File: src/rtl/gpio_irq_pkg.sv
package gpio_irq_pkg;

  localparam int unsigned ADDR_W = 8;

  localparam logic [ADDR_W-1:0] ADR_RISE_EN  = 8'h00;
  localparam logic [ADDR_W-1:0] ADR_FALL_EN  = 8'h04;
  localparam logic [ADDR_W-1:0] ADR_TYPE     = 8'h08;
  localparam logic [ADDR_W-1:0] ADR_POL_LOW  = 8'h0C;
  localparam logic [ADDR_W-1:0] ADR_IRQ_MASK = 8'h10;
  localparam logic [ADDR_W-1:0] ADR_STATUS   = 8'h14;
  localparam logic [ADDR_W-1:0] ADR_BYPASS   = 8'h18;
  localparam logic [ADDR_W-1:0] ADR_WAKE_MSK = 8'h1C;
  localparam logic [ADDR_W-1:0] ADR_WAKE_STS = 8'h20;
  localparam logic [ADDR_W-1:0] ADR_LEVEL    = 8'h24;

endpackage

File: src/rtl/gpio_irq_filter.sv
module gpio_irq_filter #(
  parameter int unsigned NPINS         = 32,
  parameter int unsigned STABLE_CYCLES = 3
) (
  input  logic             clk,
  input  logic             rst_n,
  input  logic [NPINS-1:0] raw,
  input  logic [NPINS-1:0] bypass,
  output logic [NPINS-1:0] filt
);

  localparam int unsigned CNT_W = $clog2(STABLE_CYCLES + 1);
  localparam logic [CNT_W-1:0] CNT_LAST = CNT_W'(STABLE_CYCLES - 1);

  for (genvar i = 0; i < NPINS; i++) begin : g_pin
    logic [CNT_W-1:0] cnt_q;
    logic             f_q;

    always_ff @(posedge clk or negedge rst_n) begin
      if (!rst_n) begin
        cnt_q <= '0;
        f_q   <= 1'b0;
      end else if (bypass[i]) begin
        cnt_q <= '0;
        f_q   <= raw[i];
      end else if (raw[i] == f_q) begin
        cnt_q <= '0;
      end else if (cnt_q == CNT_LAST) begin
        cnt_q <= '0;
        f_q   <= raw[i];
      end else begin
        cnt_q <= cnt_q + 1'b1;
      end
    end

    assign filt[i] = f_q;

    if (STABLE_CYCLES == 3) begin : g_chk
      AST_FILTER_HOLD: assert property (@(posedge clk) disable iff (!rst_n)
        (($past(f_q) != f_q) && !$past(bypass[i])) |->
        (($past(raw[i]) == f_q) && ($past(raw[i], 2) == f_q) && ($past(raw[i], 3) == f_q)));
    end
  end

endmodule

File: src/rtl/gpio_irq_event.sv
module gpio_irq_event #(
  parameter int unsigned NPINS = 32
) (
  input  logic             clk,
  input  logic             rst_n,
  input  logic [NPINS-1:0] filt,
  input  logic [NPINS-1:0] rise_en,
  input  logic [NPINS-1:0] fall_en,
  input  logic [NPINS-1:0] lvl_type,
  input  logic [NPINS-1:0] lvl_low,
  output logic [NPINS-1:0] evt
);

  logic [NPINS-1:0] prev_q;
  logic [NPINS-1:0] edge_hit;
  logic [NPINS-1:0] level_hit;

  function automatic logic [NPINS-1:0] edge_hits(
    input logic [NPINS-1:0] cur, input logic [NPINS-1:0] prv,
    input logic [NPINS-1:0] ren, input logic [NPINS-1:0] fen);
    return (cur & ~prv & ren) | (~cur & prv & fen);
  endfunction

  function automatic logic [NPINS-1:0] level_hits(
    input logic [NPINS-1:0] cur, input logic [NPINS-1:0] low);
    return cur ^ low;
  endfunction

  always_ff @(posedge clk or negedge rst_n) begin
    if (!rst_n) prev_q <= '0;
    else        prev_q <= filt;
  end

  assign edge_hit  = edge_hits(filt, prev_q, rise_en, fall_en);
  assign level_hit = level_hits(filt, lvl_low);
  assign evt       = (edge_hit & ~lvl_type) | (level_hit & lvl_type);

  AST_EDGE_OFF_QUIET: assert property (@(posedge clk) disable iff (!rst_n)
    ((evt & ~lvl_type & ~rise_en & ~fall_en) == '0));

endmodule

File: src/rtl/gpio_irq_regs.sv
module gpio_irq_regs
  import gpio_irq_pkg::*;
#(
  parameter int unsigned NPINS = 32
) (
  input  logic              clk,
  input  logic              rst_n,
  input  logic              bus_we,
  input  logic [ADDR_W-1:0] bus_addr,
  input  logic [NPINS-1:0]  bus_wdata,
  output logic [NPINS-1:0]  bus_rdata,
  input  logic [NPINS-1:0]  filt,
  input  logic [NPINS-1:0]  evt,
  output logic [NPINS-1:0]  rise_en,
  output logic [NPINS-1:0]  fall_en,
  output logic [NPINS-1:0]  lvl_type,
  output logic [NPINS-1:0]  lvl_low,
  output logic [NPINS-1:0]  bypass,
  output logic [NPINS-1:0]  irq_mask,
  output logic [NPINS-1:0]  status,
  output logic [NPINS-1:0]  wake_mask,
  output logic [NPINS-1:0]  wake_sts
);

  logic wr_sts, wr_wake;
  logic [NPINS-1:0] sts_clr, wake_clr;

  function automatic logic [NPINS-1:0] sticky_next(
    input logic [NPINS-1:0] cur, input logic [NPINS-1:0] clr,
    input logic [NPINS-1:0] set);
    return (cur & ~clr) | set;
  endfunction

  assign wr_sts   = bus_we && (bus_addr == ADR_STATUS);
  assign wr_wake  = bus_we && (bus_addr == ADR_WAKE_STS);
  assign sts_clr  = wr_sts  ? bus_wdata : '0;
  assign wake_clr = wr_wake ? bus_wdata : '0;

  always_ff @(posedge clk or negedge rst_n) begin
    if (!rst_n) begin
      rise_en   <= '0;
      fall_en   <= '0;
      lvl_type  <= '0;
      lvl_low   <= '0;
      bypass    <= '0;
      irq_mask  <= '0;
      wake_mask <= '0;
    end else if (bus_we) begin
      case (bus_addr)
        ADR_RISE_EN:  rise_en   <= bus_wdata;
        ADR_FALL_EN:  fall_en   <= bus_wdata;
        ADR_TYPE:     lvl_type  <= bus_wdata;
        ADR_POL_LOW:  lvl_low   <= bus_wdata;
        ADR_BYPASS:   bypass    <= bus_wdata;
        ADR_IRQ_MASK: irq_mask  <= bus_wdata;
        ADR_WAKE_MSK: wake_mask <= bus_wdata;
        default: ;
      endcase
    end
  end

  always_ff @(posedge clk or negedge rst_n) begin
    if (!rst_n) begin
      status   <= '0;
      wake_sts <= '0;
    end else begin
      status   <= sticky_next(status, sts_clr, evt);
      wake_sts <= sticky_next(wake_sts, wake_clr, evt & wake_mask);
    end
  end

  always_comb begin
    case (bus_addr)
      ADR_RISE_EN:  bus_rdata = rise_en;
      ADR_FALL_EN:  bus_rdata = fall_en;
      ADR_TYPE:     bus_rdata = lvl_type;
      ADR_POL_LOW:  bus_rdata = lvl_low;
      ADR_IRQ_MASK: bus_rdata = irq_mask;
      ADR_STATUS:   bus_rdata = status;
      ADR_BYPASS:   bus_rdata = bypass;
      ADR_WAKE_MSK: bus_rdata = wake_mask;
      ADR_WAKE_STS: bus_rdata = wake_sts;
      ADR_LEVEL:    bus_rdata = filt;
      default:      bus_rdata = '0;
    endcase
  end

  AST_STS_FROM_EVENT: assert property (@(posedge clk) disable iff (!rst_n)
    ((status & ~$past(status) & ~$past(evt)) == '0));
  AST_W1C_CLEARS: assert property (@(posedge clk) disable iff (!rst_n)
    wr_sts |=> ((status & $past(bus_wdata) & ~$past(evt)) == '0));
  AST_SET_BEATS_CLEAR: assert property (@(posedge clk) disable iff (!rst_n)
    wr_sts |=> ((status & $past(evt)) == $past(evt)));
  AST_WAKE_GATED: assert property (@(posedge clk) disable iff (!rst_n)
    ((wake_sts & ~$past(wake_sts) & ~$past(wake_mask)) == '0));

endmodule

File: src/rtl/gpio_irq_detect.sv
module gpio_irq_detect
  import gpio_irq_pkg::*;
#(
  parameter int unsigned NPINS         = 32,
  parameter int unsigned STABLE_CYCLES = 3
) (
  input  logic              clk,
  input  logic              rst_n,
  input  logic [NPINS-1:0]  pin_in,
  input  logic              bus_we,
  input  logic [ADDR_W-1:0] bus_addr,
  input  logic [NPINS-1:0]  bus_wdata,
  output logic [NPINS-1:0]  bus_rdata,
  output logic              irq_out,
  output logic              wake_out
);

  logic [NPINS-1:0] filt, evt;
  logic [NPINS-1:0] rise_en, fall_en, lvl_type, lvl_low, bypass;
  logic [NPINS-1:0] irq_mask, status, wake_mask, wake_sts;

  gpio_irq_filter #(.NPINS(NPINS), .STABLE_CYCLES(STABLE_CYCLES)) u_filter (
    .clk(clk), .rst_n(rst_n), .raw(pin_in), .bypass(bypass), .filt(filt)
  );

  gpio_irq_event #(.NPINS(NPINS)) u_event (
    .clk(clk), .rst_n(rst_n), .filt(filt), .rise_en(rise_en), .fall_en(fall_en),
    .lvl_type(lvl_type), .lvl_low(lvl_low), .evt(evt)
  );

  gpio_irq_regs #(.NPINS(NPINS)) u_regs (
    .clk(clk), .rst_n(rst_n), .bus_we(bus_we), .bus_addr(bus_addr),
    .bus_wdata(bus_wdata), .bus_rdata(bus_rdata), .filt(filt), .evt(evt),
    .rise_en(rise_en), .fall_en(fall_en), .lvl_type(lvl_type), .lvl_low(lvl_low),
    .bypass(bypass), .irq_mask(irq_mask), .status(status),
    .wake_mask(wake_mask), .wake_sts(wake_sts)
  );

  assign irq_out  = |(status & irq_mask);
  assign wake_out = |wake_sts;

  AST_IRQ_NEEDS_MASK: assert property (@(posedge clk) disable iff (!rst_n)
    irq_out |-> (irq_mask != '0));
  AST_WAKE_NEEDS_MASK: assert property (@(posedge clk) disable iff (!rst_n)
    $rose(wake_out) |-> ($past(wake_mask) != '0));

endmodule

File: config.mk
export PLATFORM = sky130hd
export DESIGN_NAME = gpio_irq_detect
export DESIGN_NICKNAME = d
export VERILOG_FILES = /design/src/rtl/gpio_irq_pkg.sv /design/src/rtl/gpio_irq_filter.sv /design/src/rtl/gpio_irq_event.sv /design/src/rtl/gpio_irq_regs.sv /design/src/rtl/gpio_irq_detect.sv
export SDC_FILE = /design/constraint.sdc
export NUM_CORES = 1
export LEC_CHECK = 0
export CORE_MARGIN = 8
export CORE_UTILIZATION = 50
export CTS_CLUSTER_SIZE = 10
export DETAILED_ROUTE_END_ITERATION = 12
export DONT_BUFFER_PORTS = 1
export HOLD_SLACK_MARGIN = 0.1
export SYNTH_ARGS = -nofsm -noshare
export SYNTH_HDL_FRONTEND = slang
export SYNTH_SLANG_ARGS = --single-unit
File: constraint.sdc
create_clock -name clk -period 2 [get_ports clk]
set_clock_uncertainty 0.2 [all_clocks]
set_input_delay 0.1 -clock clk [delete_from_list [all_inputs] [get_ports clk]]
set_output_delay 0.1 -clock clk [all_outputs]
set_load 0.01 [all_outputs]
==> Word-level counts from Yosys, hierarchy flattened <==
Index checks and enable logic that the tools add are counted.
W data, S select, Z words.
{ "op_classes": {"n_eq_ne": 105, "mux": 195, "n_reduce_logical": 76, "addsub": 32, "bitwise_logic": 20} }
{ "ops": {"columns": ["op", "n"], "rows": [
  ["$and A32 B32 Y32", 10],
  ["$pmux W32 S10", 1],
  ["$mux W2", 96],
  ["$not A32 Y32", 5],
  ["$or A32 B32 Y32", 4],
  ["$mux W1", 96],
  ["$reduce_and A2 Y1", 39],
  ["$add A2 B1 Y2 const B", 32],
  ["$eq A2 B2 Y1 const B", 32],
  ["$mux W32", 2],
  ["$ne A2 B1 Y1 const B", 32],
  ["$reduce_bool A2 Y1", 32],
  ["$reduce_or A32 Y1", 2],
  ["$eq A1 B1 Y1", 32],
  ["$eq A8 B5 Y1 const B", 4],
  ["$xor A32 B32 Y32", 1],
  ["$eq A8 B4 Y1 const B", 2],
  ["$eq A8 B6 Y1 const B", 2],
  ["$eq A8 B3 Y1 const B", 1],
  ["$logic_not A8 Y1", 1],
  ["$logic_and A1 B1 Y1", 2]
]} }
{ "word_totals": {"reg_bits": 416, "input_bits": 75, "out_inout_bits": 34, "elab_cells": 502} }

==> Longest topological paths before layout <==
{ "logic_depth": {"ltp_word": 8, "depth_mapped": 8, "depth_no_buf": 4} }

==> Modules after synthesis <==
A second synthesis with hierarchy kept.
{ "hier_totals": {"hier_cells": 1647, "area_unflattened_um2": 19811.5} }
{ "by_module_without_submodules": {"columns": ["mod", "seq_area_each_um2", "area_per_inst_um2", "cells_each", "n_inst"], "rows": [
  ["gpio_irq_regs", 7206.9, 13579.3, 1071, 1],
  ["gpio_irq_filter", 2402.3, 4003.8, 352, 1],
  ["gpio_irq_event", 800.8, 2001.9, 192, 1],
  ["gpio_irq_detect", 0.0, 226.5, 32, 1]
]} }

==> Least setup slack after synthesis <==
Ideal clock, no wire load.
{ "synth_timing": {"kind": "input to output", "startpoint": "input port bus_addr[7]", "endpoint": "output port bus_rdata[16]", "path_slack_ns": 0.202, "t_arrival_ns": 1.498, "cell_stages": 6, "n_path_buf": 2, "t_required_ns": 1.700, "cell_sequence": "buf_2 or3_1 clkbuf_1 nor2_1 and3_1 a211o_1"} }
{ "synth_via": {"elab_chain_len": 2, "word_cells_on_any_way": 11, "classes_between": "9 x eq/ne; 1 x mux; 1 x reduce/logical"} }
{ "synth_rtl": {"columns": ["element", "line_no", "source"], "rows": [
  ["from (decl)", "gpio_irq_detect.sv:11", "input logic [ADDR_W-1:0] bus_addr,"],
  ["$eq A8 B6 Y1, or another cell as far along", "gpio_irq_regs.sv:73", "case (bus_addr)"],
  ["$pmux W32 S10 *", "gpio_irq_regs.sv:73", null],
  ["to (decl)", "gpio_irq_detect.sv:13", "output logic [NPINS-1:0] bus_rdata,"]
]} }
Mark *: on every way between the ends. The rest lies on a longest branch, timed or not.

==> Worst setup path in the final report <==
{ "layout_timing": {"startpoint": "register u_regs.status[17]", "endpoint": "output port irq_out"} }
{ "layout_via": {"elab_chain_len": 2} }
{ "layout_rtl": {"columns": ["element", "line_no", "source"], "rows": [
  ["from (decl)", "gpio_irq_regs.sv:20", "output logic [NPINS-1:0] status,"],
  ["from (signal assigned)", "gpio_irq_regs.sv:67", "status <= sticky_next(status, sts_clr, evt);"],
  ["$and A32 B32 Y32", "gpio_irq_detect.sv:39", "assign irq_out = |(status & irq_mask);"],
  ["$reduce_or A32 Y1", "gpio_irq_detect.sv:39", null],
  ["to (decl)", "gpio_irq_detect.sv:14", "output logic irq_out,"]
]} }
No other way between the ends.

==> results.rst <==
.. list-table::
   :header-rows: 1

   * - Metric
     - Value
   * - Outcome
     - complete, but fails checks
   * - Violations in the final reports
     - hold timing, setup timing
   * - Number of enable-type register cells in the synthesized netlist
     - 0
   * - Fraction of final layout cells sized beyond drive strength 1
     - 30.8%
   * - Yosys cell types
     - 55
   * - Clock latency at the later pin of the worst-skew pair
     - 0.58 ns
   * - Chip width
     - 215 um
   * - Buffers added on ports
     - 0
   * - Routed length per instance
     - 25.3 um
   * - CORE AREA
     - 38800 um2
   * - Cell area power density
     - 1020 nW/um2
   * - Switching Share
     - 29.0%
   * - Sequential share of the synthesized area
     - 52.8%
   * - Critical path required time
     - 1.70 ns
   * - Transition time of the tightest slew-check pin
     - 1.27 ns
   * - Static power due to leakage
     - 0.0109 uW
   * - Synth Area in Simple Gates
     - 10.2%
   * - Number of buffers between clock root and the deepest sink
     - 3
   * - Hold_ws
     - -0.980 ns
   * - Number of primary I/O pins
     - 109
   * - CTS buffer count
     - 48
   * - Commonest register cell after synthesis
     - sky130_fd_sc_hd__dfrtp_1
   * - Arrival @ worst endpoint
     - 2.08 ns
   * - Number of DRC violations after detailed-routing iteration 0
     - 1319
   * - Minimum setup slack after placement
     - 0.0274 ns
   * - Maxcap violations
     - 0
   * - Area enclosed by the die boundary
     - 46100 um2
   * - Remaining global-route overflow
     - 0
   * - Adder-cell share of the synthesized area
     - 0%
   * - Combined global-route utilization of all metal layers
     - 26.1%
   * - Mapped cell area
     - 19700 um2
   * - Die outline height
     - 215 um
   * - Clock net sink count
     - 416
   * - Number of global-route vias before repair
     - 14700
   * - Routed WL
     - 61.2 mm
   * - Part of the power in registers
     - 48.9%
   * - Period minus WS final
     - 2.38 ns
   * - Number of iterations in the first detailed-routing pass
     - 5
   * - Fraction of power consumed by combinational cells
     - 20.0%
   * - DR vias
     - 14800
   * - Post-synthesis cell count
     - 1684
   * - Number of vias per cell after detailed routing
     - 6.13
   * - Maximum level of the CTS H-tree
     - 2
   * - Worst hold-check path type
     - input port to async pin
   * - Final #Nets
     - 1964
   * - Maximum VDD drop
     - 0.703 mV
   * - Element type at the critical path end
     - output port
   * - DRT antenna net count
     - 0
   * - Slew HR
     - 15.2%
   * - Clock group share of total power
     - 31.2%
   * - Unrepaired setup endpoints after global routing
     - yes
   * - Classification of the worst setup path
     - register to output port
   * - Global-route wire length before repair
     - 92.9 mm
   * - Largest family of logic cells by synthesized area
     - multiplexers
   * - # rows
     - 72
   * - Warnings, synthesis
     - 0
   * - Final Worst Setup Slack
     - -0.375 ns
   * - Total of flip-flops plus latches after synthesis
     - 416
   * - Maximum frequency from static timing analysis
     - 421 MHz
   * - Antenna violations before repair
     - 5
   * - Maximum number of pins on one net before global-route repair
     - 417
   * - TritonCTS clock tree
     - built
   * - Net count after synthesis
     - 1759
   * - Ratio of final minimum period to clock period
     - 119%
   * - Commonest non-fill, non-tap cell in the layout
     - sky130_fd_sc_hd__dfrtp_1
   * - Syn_area_per_cell
     - 11.7 um2
   * - Initial cell density of the core
     - 50.8%
   * - Setup crit start kind
     - register
   * - Fraction of the mapped netlist area in compound gates
     - 12.6%
   * - Internal Pwr Total
     - 17400 uW
   * - Final weighted congestion in routability-driven placement
     - 0.892
   * - Total count of max-transition violations in the final report
     - 0
   * - Count of endpoints failing setup in the final report
     - 25
   * - Layout overhead on the synthesized area
     - 21.6%
   * - Post-route DRC
     - 0
   * - Net switching power of the design
     - 7120 uW
   * - Xor/xnor cell area share of the yosys netlist
     - 1.42%
   * - Synth async-reset ratio
     - 100%
   * - Hold Violations, Final
     - 416
   * - Placed wire-length estimate after detailed placement
     - 40.0 mm
   * - Multiplexer share of the synthesized area
     - 19.9%
   * - Clock slew at the register clock pins of the worst setup and hold paths
     - 0.06 ns
   * - Clock root cell
     - sky130_fd_sc_hd__clkbuf_16
   * - Maximum fanout encountered on the critical timing path
     - 2
   * - Top library cells by usage in the layout, fill and taps aside
     - sky130_fd_sc_hd__dfrtp_1, sky130_fd_sc_hd__mux2_2, sky130_fd_sc_hd__buf_4, sky130_fd_sc_hd__nand2_1, sky130_fd_sc_hd__dlygate4sd3_1
[final timing paths]
check / depth (start not counted) / startpoint / slack [ns] / endpoint
min: 0 / rst_n / -0.98 / u_filter.g_pin[21].f_q
min reg2reg: 1 / u_filter.g_pin[7].cnt_q[0] / 0.22 / u_filter.g_pin[7].cnt_q[0]
max: 3 / u_regs.status[17] / -0.38 / irq_out
max in group asynchronous: 0 / rst_n / 1.45 / u_regs.status[13]
max reg2reg: 4 / u_regs.bypass[26] / 0.08 / u_filter.g_pin[26].f_q
min in group clk: 2 / pin_in[31] / 0.11 / u_filter.g_pin[31].f_q
[synth_stat cells (all sizes together), types with 19 or more instances]
cell	count	area share, %
o21ai	47	1.2
xnor2	32	1.4
nand3	19	0.58
or3	37	1.2
nor2	86	1.7
a21o	33	1.3
nand2	117	2.2
o22ai	22	0.70
a22oi	57	2.2
inv	33	0.63
a22o	37	1.6
a221oi	40	1.8
buf	60	1.5
dfrtp	416	53
mux2	287	16
clkbuf	48	0.91
mux2i	63	3.2
a21oi	71	1.8
nor2b	68	2.2
[power groups by stage]
stage | Sequential (uW) | Combinational, uW | Clock [uW]
3_5_place_dp | 12000 | 3780 | 0
4_1_cts | 11900 | 4730 | 7790
6_report | 12000 | 4890 | 7640
2_1_floorplan | 11400 | 3170 | 0
5_1_grt | 12200 | 5390 | 8110
3_3_place_gp | 12000 | 3650 | 0
[metal layers]
metal | vias up | track usage (%) | part of all wire [%]
met3 | 127 | 6.50 | 8.3
met2 | 564 | 40.6 | 46
met1 | 7531 | 35.0 | 42
met5 | - | 0 | 0.049
met4 | 6 | 9.46 | 3.3
li1 | 6567 | - | -
[sequential cells by signal, summed over array words and instances (netlist names)]
signal and cells:
u_regs.status 32, u_regs.lvl_low 32, u_regs.bypass 32, u_event.prev_q 32
u_filter.g_pin.cnt_q 64, u_regs.lvl_type 32, u_regs.irq_mask 32, u_regs.wake_sts 32
u_filter.g_pin.f_q 32, u_regs.rise_en 32, u_regs.wake_mask 32, u_regs.fall_en 32
[repair_timing]
item	4_1_cts	5_1_grt
hold buffers	103	3
gates cloned	0	0
gates resized for setup	56	44
endpoints found under the hold margin	800	485
buffers inserted	49	20
pin swaps	46	38
endpoints found under the setup margin	29	36
[logic make-up after synthesis]
group,after synthesis
multiplexers,353
AO/OA/AOI/OAI,354
flip-flops,416
buffers and inverters,141
AND/OR/NAND/NOR,388
XOR/XNOR,32
[per-stage QoR]
| step | TNS, ns | instances | total power [uW] | util [%] | instance area (um2) |
|---|---|---|---|---|---|
| 5_1_grt | -5.43 | 2415 | 25700 | 61.8 | 24000 |
| 6_report | -3.82 | 2415 | 24500 | 61.8 | 24000 |
| 4_1_cts | -4.51 | 2391 | 24400 | 60.9 | 23600 |
| 3_3_place_gp | 0 | 2184 | 15600 | 53.5 | 20800 |
| 2_1_floorplan | 0 | 1684 | 14500 | - | 19700 |
| 3_5_place_dp | 0 | 2184 | 15800 | 53.5 | 20800 |
[worst max-delay path, stage by stage (launching register included)]
cell,delay [ns]
sky130_fd_sc_hd__dfrtp_1,0.43
sky130_fd_sc_hd__a22oi_2,0.32
sky130_fd_sc_hd__nand4_1,0.13
sky130_fd_sc_hd__or4_4,0.62
[layout make-up]
| cell class | instances | area (um2) |
|---|---|---|
| Multi-Input combinational cell | 1127 | 9100 |
| Inverter | 33 | 124 |
| Tap cell | 518 | 648 |
| Clock buffer | 52 | 1240 |
| Sequential cell | 416 | 10400 |
| Timing Repair Buffer | 263 | 2410 |
| Antenna cell | 2 | 5.00 |
| Fill cell | 3129 | 14800 |
| Clock inverter | 4 | 31.3 |
Power figures use the tool's default switching activity.
